**src/rtl/gcd_pkg.sv**
```systemverilog
package gcd_pkg;

    typedef enum logic {
        ST_WAIT = 1'b0,
        ST_ITER = 1'b1
    } gcd_state_e;

    typedef struct packed {
        gcd_state_e state;
    } gcd_ctrl_t;

endpackage

```
**src/rtl/gcd_cmp.sv**
```systemverilog
module gcd_cmp #(
    parameter int W = 8
) (
    input  logic [W-1:0] a_i,
    input  logic [W-1:0] b_i,
    output logic         eq_o,
    output logic         lt_o,
    output logic         zero_o
);
    // Equality, less-than and any-zero flags for the two working registers
    always_comb begin
        eq_o   = (a_i == b_i);
        lt_o   = (a_i < b_i);
        zero_o = (a_i == '0) || (b_i == '0);
    end
endmodule

```
**src/rtl/gcd_sub.sv**
```systemverilog
module gcd_sub #(
    parameter int W = 8
) (
    input  logic [W-1:0] a_i,
    input  logic [W-1:0] b_i,
    input  logic         swap_i,
    output logic [W-1:0] diff_o
);
    logic [W-1:0] minuend;
    logic [W-1:0] subtrahend;

    // Operand-swap multiplexer in front of the single subtractor
    always_comb begin
        if (swap_i) begin
            minuend    = b_i;
            subtrahend = a_i;
        end else begin
            minuend    = a_i;
            subtrahend = b_i;
        end
        diff_o = minuend - subtrahend;
    end
endmodule

```
**src/rtl/gcd_ctrl.sv**
```systemverilog
module gcd_ctrl
    import gcd_pkg::*;
(
    input  logic clk,
    input  logic rst_n,
    input  logic go_i,
    input  logic eq_i,
    input  logic zero_i,
    output logic load_o,
    output logic step_o,
    output logic publish_o,
    output logic busy_o
);
    gcd_ctrl_t ctrl_d, ctrl_q;

    always_comb begin
        ctrl_d    = ctrl_q;
        load_o    = 1'b0;
        step_o    = 1'b0;
        publish_o = 1'b0;
        unique case (ctrl_q.state)
            ST_WAIT: begin
                if (go_i) begin
                    load_o       = 1'b1;
                    ctrl_d.state = ST_ITER;
                end
            end
            ST_ITER: begin
                // Decisions use register values held at the start of this cycle
                if (zero_i || eq_i) begin
                    publish_o    = 1'b1;
                    ctrl_d.state = ST_WAIT;
                end else begin
                    step_o = 1'b1;
                end
            end
            default: ctrl_d.state = ST_WAIT;
        endcase
    end

    always_ff @(posedge clk or negedge rst_n) begin
        if (!rst_n) begin
            ctrl_q.state <= ST_WAIT;
        end else begin
            ctrl_q <= ctrl_d;
        end
    end

    assign busy_o = (ctrl_q.state == ST_ITER);
endmodule

```
**src/rtl/gcd_engine.sv**
```systemverilog
module gcd_engine #(
    parameter int W = 8
) (
    input  logic         clk,
    input  logic         rst_n,
    input  logic         go_i,
    input  logic [W-1:0] x_i,
    input  logic [W-1:0] y_i,
    output logic [W-1:0] d_o,
    output logic         done_o
);
    typedef struct packed {
        logic [W-1:0] x;
        logic [W-1:0] y;
        logic [W-1:0] d;
        logic         done;
    } gcd_dp_t;

    gcd_dp_t dp_d, dp_q;

    logic         eq;
    logic         lt;
    logic         any_zero;
    logic         load;
    logic         step;
    logic         publish;
    logic         busy;
    logic [W-1:0] diff;
    logic [W-1:0] x_q;
    logic [W-1:0] y_q;

    assign x_q = dp_q.x;
    assign y_q = dp_q.y;

    gcd_cmp #(.W(W)) u_cmp (
        .a_i    (x_q),
        .b_i    (y_q),
        .eq_o   (eq),
        .lt_o   (lt),
        .zero_o (any_zero)
    );

    gcd_sub #(.W(W)) u_sub (
        .a_i    (x_q),
        .b_i    (y_q),
        .swap_i (lt),
        .diff_o (diff)
    );

    gcd_ctrl u_ctrl (
        .clk       (clk),
        .rst_n     (rst_n),
        .go_i      (go_i),
        .eq_i      (eq),
        .zero_i    (any_zero),
        .load_o    (load),
        .step_o    (step),
        .publish_o (publish),
        .busy_o    (busy)
    );

    always_comb begin
        dp_d      = dp_q;
        dp_d.done = 1'b0;
        if (load) begin
            dp_d.x = x_i;
            dp_d.y = y_i;
        end
        if (step) begin
            // lt picks the (y, x) orientation and writes back into y
            if (lt) begin
                dp_d.y = diff;
            end else begin
                dp_d.x = diff;
            end
        end
        if (publish) begin
            dp_d.d    = any_zero ? (x_q | y_q) : x_q;
            dp_d.done = 1'b1;
        end
    end

    always_ff @(posedge clk or negedge rst_n) begin
        if (!rst_n) begin
            dp_q <= '0;
        end else begin
            dp_q <= dp_d;
        end
    end

    assign d_o    = dp_q.d;
    assign done_o = dp_q.done;
endmodule

```
**config.mk**
```make
export PLATFORM = sky130hd
export DESIGN_NAME = gcd_engine
export DESIGN_NICKNAME = d
export VERILOG_FILES = /design/src/rtl/gcd_pkg.sv /design/src/rtl/gcd_cmp.sv /design/src/rtl/gcd_sub.sv /design/src/rtl/gcd_ctrl.sv /design/src/rtl/gcd_engine.sv
export SDC_FILE = /design/constraint.sdc
export NUM_CORES = 1
export LEC_CHECK = 0
export BUFFER_PORTS_ARGS = -buffer_cell sky130_fd_sc_hd__buf_2
export CAP_MARGIN = 20
export CORE_UTILIZATION = 50
export DETAILED_ROUTE_END_ITERATION = 7
export MAX_ROUTING_LAYER = met4
export PLACE_DENSITY = 0.71
export REMOVE_ABC_BUFFERS = 1
export SYNTH_ARGS = -nofsm -noshare
export SYNTH_HDL_FRONTEND = slang
export SYNTH_SLANG_ARGS = --single-unit
```
**constraint.sdc**
```tcl
create_clock -name clk -period 3.2 [get_ports clk]
set_input_delay 0.32 -clock clk [delete_from_list [all_inputs] [get_ports clk]]
set_output_delay 0.32 -clock clk [all_outputs]
set_load 0.02 [all_outputs]
```
After elaboration in Yosys (flattened, before gate mapping)
Index checks and enable logic that the tools add are counted.
{"block": "word_totals", "out_inout_bits": 9, "regBits": 26, "wordCells": 29}
{"block": "classes", "n_reduce_logical": 4, "n_bitwise": 2, "n_mux": 15, "eq_ne": 1, "add_sub_neg": 1, "magnitude_cmp": 1}
{"cell": "two-way mux 8 bit", "n": 5}
{"cell": "two-way mux 16 bit", "n": 2}
{"cell": "zero test 8 bit", "n": 2}
{"cell": "equality test 8 bit", "n": 1}
{"cell": "< comparator 8 bit", "n": 1}
{"cell": "bitwise OR 8 bit", "n": 1}
{"cell": "subtractor 8 bit", "n": 1}
{"cell": "two-way mux 1 bit", "n": 7}
{"cell": "logical OR 1 bit", "n": 2}
{"cell": "case mux 1 bit (2 select lines)", "n": 1}
{"cell": "NOT 1 bit", "n": 1}

Depth between registers and ports, before layout
Gate-level depths: netlist (run 1).
{"block": "logic_depth", "word_depth": 6, "mapped_depth": 15, "ltp_nobuf": 13}

Modules after synthesis
Synthesis (run 1) repeated with hierarchy kept, for this count alone.
{"block": "unflattened", "hier_cells": 191, "area_unflattened_um2": 1909.3}
{"module": "gcd_engine", "seq_area_each_um2": 625.6, "area_each_um2": 1166.1, "cells_per_inst": 100, "instances": 1}
{"module": "gcd_sub", "seq_area_each_um2": 0.0, "area_each_um2": 444.2, "cells_per_inst": 51, "instances": 1}
{"module": "gcd_cmp", "seq_area_each_um2": 0.0, "area_each_um2": 241.5, "cells_per_inst": 35, "instances": 1}
{"module": "gcd_ctrl", "seq_area_each_um2": 25.0, "area_each_um2": 57.6, "cells_per_inst": 5, "instances": 1}

Least setup slack after synthesis (run 1)
Ideal clock, no wire load.
{"block": "synth_timing", "path_kind": "register to register", "startpoint": "register dp_q (netlist bit x_q[6])", "endpoint": "register dp_q (netlist bit y_q[6])", "synth_period_minus_slack_ns": 2.803, "setup_time_ns": 0.072, "arrival_ns": 2.731, "path_slack_ns": 0.397, "stages_incl_launch_ff": 16, "path_cell_list": "dfrtp_1 inv_1 ha_1 buf_2 nor2_1 nand2_1 o211ai_4 buf_2 nor2_1 a21oi_1 ha_1 inv_1 a311oi_2 nor3b_1 a311o_1 nor2_1"}
{"element": "from (decl)", "line": "gcd_engine.sv:19", "source": "gcd_dp_t dp_d, dp_q;"}
{"element": "from (signal assigned)", "line": "gcd_engine.sv:87", "source": "dp_q <= dp_d;"}

==> results.txt, run 1 <==
The width of the chip is 64.80 um. The global routing stage identified its most utilized layer as met2. The type of origin of the critical path is a flip-flop. The kind of critical path is reg -> reg. Final critical-path setup slack: 183.1 ps. The area added between synthesis and finish came out at 16.62%. Number of antenna violations at the first check in global routing: 0. The initial detailed-routing violation count was 128; the starting density of the core was 53.06%. Derived from the worst setup path, the maximum achievable clock frequency is 331.5 MHz. The run gives 26 as the clock sink count.

The post-route clock period utilization is 94.28%, and the share of layout cells above drive strength 1 is 21.00%. The final-report hold violation count is 0, and the worst clock skew on the final layout is 13.58 ps. Entering global routing, the biggest net connects 34 pins.

The detailed-placement wirelength estimate was 3.534 mm. In this run the mean area of a mapped cell was 8.049 sq um. For the via count of the first global-routing pass, the log shows 1749. Clock-pin slew was measured on the worst setup and hold paths at 100 ps. Dividing the detail-routed via count by the number of cells gives 5.596. After floorplanning, the core was sized to cover 3716 sq um. Subtracting the final worst setup slack from the clock period gives 3017 ps. The filler cells instantiated in the layout total 353.

The tools report the post-synthesis cell area as 1972 sq um. During I/O placement, the number of pins put on the boundary was 28. The logs give 1 for the level count of the clock H-tree and 4.756 mm for the routed wire length. The number of pins with negative max-slew slack in the final report is 0, and the total of cells resized after clock tree synthesis is 0.

The final core area utilization was 61.89%. The worst setup path is captured at a flip-flop. The transition time at the pin with the least slew margin works out to 596.9 ps.

Path class of the lowest-slack min-delay path: in -> async. For the via count of the routed design, the log shows 1841. Across the run, the number of max-cap violations was 0. At the end of routability-driven placement, the weighted congestion stood at 0.9504. For this run the aggregate overflow at the end of global routing stands at 0. In this run the tightest slew margin relative to its limit is 60.21%. The routed wire length per instance is 14.46 um.

Across every metal layer, demand over resource in global routing totals 25.25%. The number of warnings printed during yosys synthesis came out at 0. The repair_antennas step left the layout with diodes totalling 0. Setup repair after global routing left no endpoint under its margin. After routing the design area is 2300 sq um. Number of CTS-inserted buffers: 3. The die covers 4199 sq um.

Counting along the longest clock path gives a buffer depth of 2. The count of cell types in the netlist was 43; the die outline height was 64.80 um. The number of cells traversed by the worst register-to-register path is 11, and the number of input and output port buffers inserted is 27. The run gives 7.983 mm as the global-route wire length before repair.

The run finished with clean final reports. For met2 alone, demand over resource in global routing was 39.71%. The setup violation total in the final timing report is 0. The tools report the first-pass detailed-route iteration total as 4.

The data arrival time of the worst path is 3190 ps. The tree is rooted in a clkbuf_8. For flop-to-flop paths, the worst setup slack is 180 ps. The tools report the post-synthesis sequential area ratio as 32.99%.

The end of the worst register-to-register path was x_q[6]$_DFF_PN0_. For this run, global-route usage on met3 was measured as 2.113%. Synthesis inferred 26 register bits.

In the final timing run, aggregate negative setup slack is 0 ps. For this design, the CTS-stage hold fixing added 0 buffers. The logs give 280 ps for the clock latency on the worst-skew pair and 245 for the number of standard cells after synthesis.

At the placement stage, the worst setup path has a slack of 220.9 ps. The tools report the global routing usage on met1 as 34.77%. STA puts the critical path data required time at 3370 ps. After floorplanning, the core was divided into 22 placement rows.

The top fanout value on the critical path was 14. The beginning of the worst register-to-register path was y_q[6]$_DFF_PN0_. In the final design database the tool counted 318 nets. The post-route antenna net violation count came out at 0. TritonCTS built the clock tree.

The placed instances occupy a cell area of 2215 sq um. Detailed-route DRC error count: 0.
## cells by family after synthesis
family	share of synthesized area, %
flops	32.99
simple gates	21.13
compound gates	22.65
fa+ha+maj	10.79
xor+xnor	1.777
buf+inv	6.472
mux	4.188
## area by class of cell
type / instances / area, sq um / area share (%)
multi-input cells: 186 / 1196 / 52.01
repair buffers: 43 / 255.2 / 11.10
flip-flops and latches: 26 / 650.6 / 28.29
well taps: 48 / 60.06 / 2.612
inverters: 22 / 82.58 / 3.591
clock buffers: 4 / 55.05 / 2.394
## cell usage in the layout (no fill, tap or decap), types with 2 or more instances in the layout
| cell | netlist | final |
|---|---|---|
| o221ai_2 | 2 | 2 |
| mux2_2 | 2 | 2 |
| o21ai_0 | 16 | 16 |
| inv_1 | 22 | 22 |
| xnor2_1 | 3 | 3 |
| buf_2 | 3 | 27 |
| a21oi_1 | 20 | 20 |
| ha_1 | 17 | 17 |
| nor2b_1 | 3 | 2 |
| nor4_1 | 4 | 4 |
| mux2i_1 | 6 | 6 |
| nand2_1 | 22 | 22 |
| clkbuf_8 | 0 | 4 |
| nand3_1 | 3 | 3 |
| nand4_1 | 2 | 2 |
| a211oi_1 | 12 | 12 |
| nor3_1 | 4 | 4 |
| dfrtp_1 | 26 | 26 |
| and3_1 | 2 | 2 |
| or2_2 | 2 | 2 |
| buf_4 | 0 | 16 |
| nor2_1 | 44 | 44 |
| o22ai_1 | 2 | 2 |
## registers in the layout, summed over array words and instances, names as in the netlist
signal,cells
d_o,8
x_q,8
y_q,8
done_o,1
u_ctrl.busy_o,1
## Yosys cell counts
library cell  count  area share (%)
nor2_1           44             8.4
dfrtp_1          26              33
inv_1            22             4.2
nand2_1          22             4.2
a21oi_1          20             5.1
ha_1             17              11
o21ai_0          16             4.1
a211oi_1         12             4.6
clkbuf_1          7             1.3
mux2i_1           6             3.0
nor3_1            4             1.0
nor4_1            4             1.3
buf_2             3            0.76
nand3_1           3            0.76
nor2b_1           3            0.95
xnor2_1           3             1.3
and3_1            2            0.63
mux2_2            2             1.1
nand4_1           2            0.63
o221ai_2          2             1.5
o22ai_1           2            0.63
or2_2             2            0.63
a211o_1           1            0.44
a21boi_1          1            0.38
a221oi_2          1            0.76
a311o_1           1            0.51
a311oi_2          1            0.76
a31o_2            1            0.44
and4b_1           1            0.51
buf_1             1            0.19
nand2b_1          1            0.32
nand3b_1          1            0.38
nor3b_1           1            0.38
o211a_1           1            0.51
o211ai_4          1             1.1
o21a_1            1            0.38
o21ai_1           1            0.25
o21bai_1          1            0.38
o311ai_1          1            0.44
o41ai_1           1            0.44
or3_4             1            0.57
or4b_1            1            0.51
xor2_1            1            0.44
## worst max-delay path by stage
stage	from	end	slack [ps]	depth (start not counted)
after global placement	x_q[6]$_DFF_PN0_	y_q[6]$_DFF_PN0_	230	13
after global routing	x_q[2]$_DFF_PN0_	x_q[6]$_DFF_PN0_	20	11
after detailed placement	x_q[6]$_DFF_PN0_	x_q[7]$_DFF_PN0_	220	10
after floorplan	x_q[5]$_DFF_PN0_	x_q[7]$_DFF_PN0_	440	9
final	y_q[6]$_DFF_PN0_	x_q[6]$_DFF_PN0_	180	11
after CTS	x_q[6]$_DFF_PN0_	x_q[7]$_DFF_PN0_	190	10
## worst max-delay path, stage by stage, from the launching register on
cell and delay, ps:
dfrtp_1 430, inv_1 130, ha_1 330, nor2_1 220, nand2_1 130, o211ai_4 400, buf_4 190, mux2i_1 260
o21ai_0 210, o21ai_0 300, mux2i_1 230, nor3_1 70
## per-layer routing
layer / vias up / wire length (um) / part of all wire [%]
met4: 0 / 65 / 1.4
met2: 59 / 2178 / 46
met3: 6 / 228 / 4.8
met5: - / 0 / 0
met1: 852 / 2284 / 48
li1: 924 / - / -
## what timing repair did
item,CTS,global route
endpoints found under the hold margin,0,0
buffers inserted,0,4
setup endpoints to repair,0,1
## per-stage QoR
stage          hold slack (ps)  cells
6_report                 38.01    329
5_1_grt                  80.87    329
4_1_cts                  62.11    325
3_5_place_dp             362.3    321
3_3_place_gp             353.1    321
2_1_floorplan            24.41    234
Power of run 1 is left out: the tool's default activity adds up to more than one toggle a clock period on the data nets, which glitch-free logic cannot reach.
==> inputs of run 2 (changes only) <==
--- a/config.mk
+++ b/config.mk
@@ -10,7 +10,7 @@
 export CORE_UTILIZATION = 50
 export DETAILED_ROUTE_END_ITERATION = 7
 export MAX_ROUTING_LAYER = met4
-export PLACE_DENSITY = 0.71
+export PLACE_DENSITY = 0.68
 export REMOVE_ABC_BUFFERS = 1
 export SYNTH_ARGS = -nofsm -noshare
 export SYNTH_HDL_FRONTEND = slang
==> results.txt, run 2 (synthesis gave the netlist of run 1 again) <==
The logs give 0 (unchanged) for the total of max-cap violations and 1751 (was 1749) for the via count of the first global-routing pass. For the met1 wire length, the log shows 2.372 mm (was 2.284 mm). The transition time at the pin with the least slew margin works out to 607.7 ps (was 596.9 ps).

Top library cells by usage in the layout, fill and taps aside: nor2_1, buf_2, dfrtp_1 (unchanged). The tools report the end of the worst register-to-register path as x_q[7]$_DFF_PN0_ (was x_q[6]$_DFF_PN0_). The detailed-placement wirelength estimate came out at 3.645 mm (was 3.534 mm). Type of origin of the critical path: a flip-flop (unchanged).

The number of input and output port buffers inserted works out to 27 (unchanged). The number of standard-cell rows in the floorplan is 22 (unchanged), and the met3 wire length is 219 um (was 228 um). The time the worst path needs with I/O delays and setup is 2971 ps (was 3017 ps). The initial detailed-routing violation count came out at 117 (was 128).

The overall die area was 4199 sq um (unchanged). Final RePlAce weighted congestion: 0.9132 (was 0.9504). The clock root buffer is clkbuf_8 (unchanged).

The number of pins with negative max-slew slack in the final report came out at 0 (unchanged). The global-route usage over all layers came out at 26.65% (was 25.25%). Final net count: 321 (was 318).

For the number of antenna violations at the first check in global routing, the log shows 0 (unchanged). The number of CTS-inserted buffers came out at 3 (unchanged). The number of buffers inserted by hold repair at cts is 0 (unchanged). The share of layout cells above drive strength 1 was 21.83% (was 21.00%); the routed wire length per instance was 14.84 um (was 14.46 um). The tools report the maximum clock insertion buffer count as 2 (unchanged). The starting density of the core is 53.06% (unchanged), and the number of instances in the placed design is 322 (was 321). The area added between synthesis and finish is 17.77% (was 16.62%), and the post-CTS clock slew at the launch and capture registers of the worst setup and hold paths is 90 ps (was 100 ps). The run finished with clean final reports. The die outline height was 64.80 um (unchanged); the pin count of the biggest net entering global routing was 34 (unchanged).

Routed wire length: 4.928 mm (was 4.756 mm). The boundary pin count is 28 (unchanged). Average vias per placed instance: 5.663 (was 5.596). The count of fill cells added during filler insertion is 354 (was 353). The number of non-filler instances in the completed layout was 332 (was 329).

The top fanout value on the critical path came out at 12 (was 14). Category of the worst setup path capture point: a flip-flop (unchanged). The width of the chip came out at 64.80 um (unchanged). The maximum clock frequency is 336.5 MHz (was 331.5 MHz), and the worst max-slew margin expressed relative to the limit is 59.49% (was 60.21%).

Via count of the routed design: 1880 (was 1841). The global-route wire length before repair is 8.418 mm (was 7.983 mm). The tools report the level count of the clock H-tree as 1 (unchanged). For the worst clock skew on the final layout, the log shows 7.181 ps (was 13.58 ps).

The register area came out at 650.6 sq um (unchanged). For the routed wire length on met2, the log shows 2.263 mm (was 2.178 mm). TritonCTS built the clock tree. The total of cells resized after clock tree synthesis came out at 0 (unchanged).

Data required time at the worst endpoint: 3350 ps (was 3370 ps). The kind of critical path was reg -> reg (unchanged). Setup repair after global routing left no endpoint under its margin. The area of the core region came out at 3716 sq um (unchanged). The logs give 0 (unchanged) for the aggregate global routing overflow and 0 (unchanged) for the number of post-CTS setup repair buffers. The clock latency on the worst-skew pair is 270 ps (was 280 ps). Data arrival time of the worst path: 3120 ps (was 3190 ps). The clock sink count came out at 26 (unchanged). The highest metal layer with signal wires is met4 (unchanged). The post-route cell area was 2322 sq um (was 2300 sq um).

The post-route antenna net violation count is 0 (unchanged). The beginning of the worst register-to-register path is y_q[7]$_DFF_PN0_ (was y_q[6]$_DFF_PN0_). The number of cells traversed by the worst register-to-register path works out to 10 (was 11). The accumulated negative setup slack came out at 0 ps (unchanged).

The area of the multi-input gates is 1196 sq um (unchanged). The final core area utilization was 62.49% (was 61.89%). The first-pass detailed-route iteration total is 5 (was 4).

The path class of the lowest-slack min-delay path is in -> async (unchanged). For the post-detailed-placement cell area, the log shows 2222 sq um (was 2215 sq um). The tools report the setup violation total in the final timing report as 0 (unchanged).

Most common cell after layout, fill and taps aside: nor2_1 (unchanged). The tools report the detailed-route DRC error count as 0 (unchanged). The post-route clock period utilization was 92.85% (was 94.28%); the register-to-register path setup slack was 230 ps (was 180 ps).

Final antenna diode count: 0 (unchanged). The final-report hold violation count came out at 0 (unchanged).
-- run 2: cell types whose count changed in the layout (fill, tap and decap cells not counted), sizes merged --
cell  delta
buf      +3
-- run 2: routing by layer --
metal / global-route usage [%] / up-vias
li1: - / 929
met1: 37.50 / 878
met2: 41.28 / 65
met3: 2.113 / 8
met4: 6.667 / 0
met5: - / -
-- run 2: how the worst max path moves through the flow --
stage                startpoint          endpoint  slack (ps)  depth (start not counted)
3_5_place_dp   y_q[6]$_DFF_PN0_  x_q[7]$_DFF_PN0_         150                         10
2_1_floorplan  x_q[5]$_DFF_PN0_  x_q[7]$_DFF_PN0_         440                          9
5_1_grt        y_q[7]$_DFF_PN0_  y_q[6]$_DFF_PN0_          30                         13
6_report       y_q[7]$_DFF_PN0_  x_q[7]$_DFF_PN0_         230                         10
3_3_place_gp   y_q[7]$_DFF_PN0_  y_q[6]$_DFF_PN0_         180                         13
4_1_cts        y_q[6]$_DFF_PN0_  x_q[7]$_DFF_PN0_         120                         10
-- run 2: through the flow --
stage	setup WS (ps)	hold slack, ps
6_report	228.7	46.38
5_1_grt	28.21	101.1
2_1_floorplan	437.5	24.41
3_3_place_gp	183.0	353.6
3_5_place_dp	153.1	365.3
4_1_cts	118.2	63.49
-- run 2: final cells by class --
| cell class | instances | share of cell area, % |
|---|---|---|
| clock buffers | 4 | 2.371 |
| inverters | 22 | 3.556 |
| multi-input cells | 186 | 51.51 |
| flip-flops and latches | 26 | 28.02 |
| well taps | 48 | 2.586 |
| repair buffers | 46 | 11.96 |
-- run 2: worst max-delay path, cell delays in order, from the launching register on --
cell and delay, ps:
dfrtp_1 400, inv_1 100, ha_1 380, nor2_1 210
nand2_1 120, o211ai_4 360, mux2i_1 370, o221ai_2 190
or4b_1 520, o311ai_1 100, nor3_1 110
Power of run 2 is left out for the same reason.
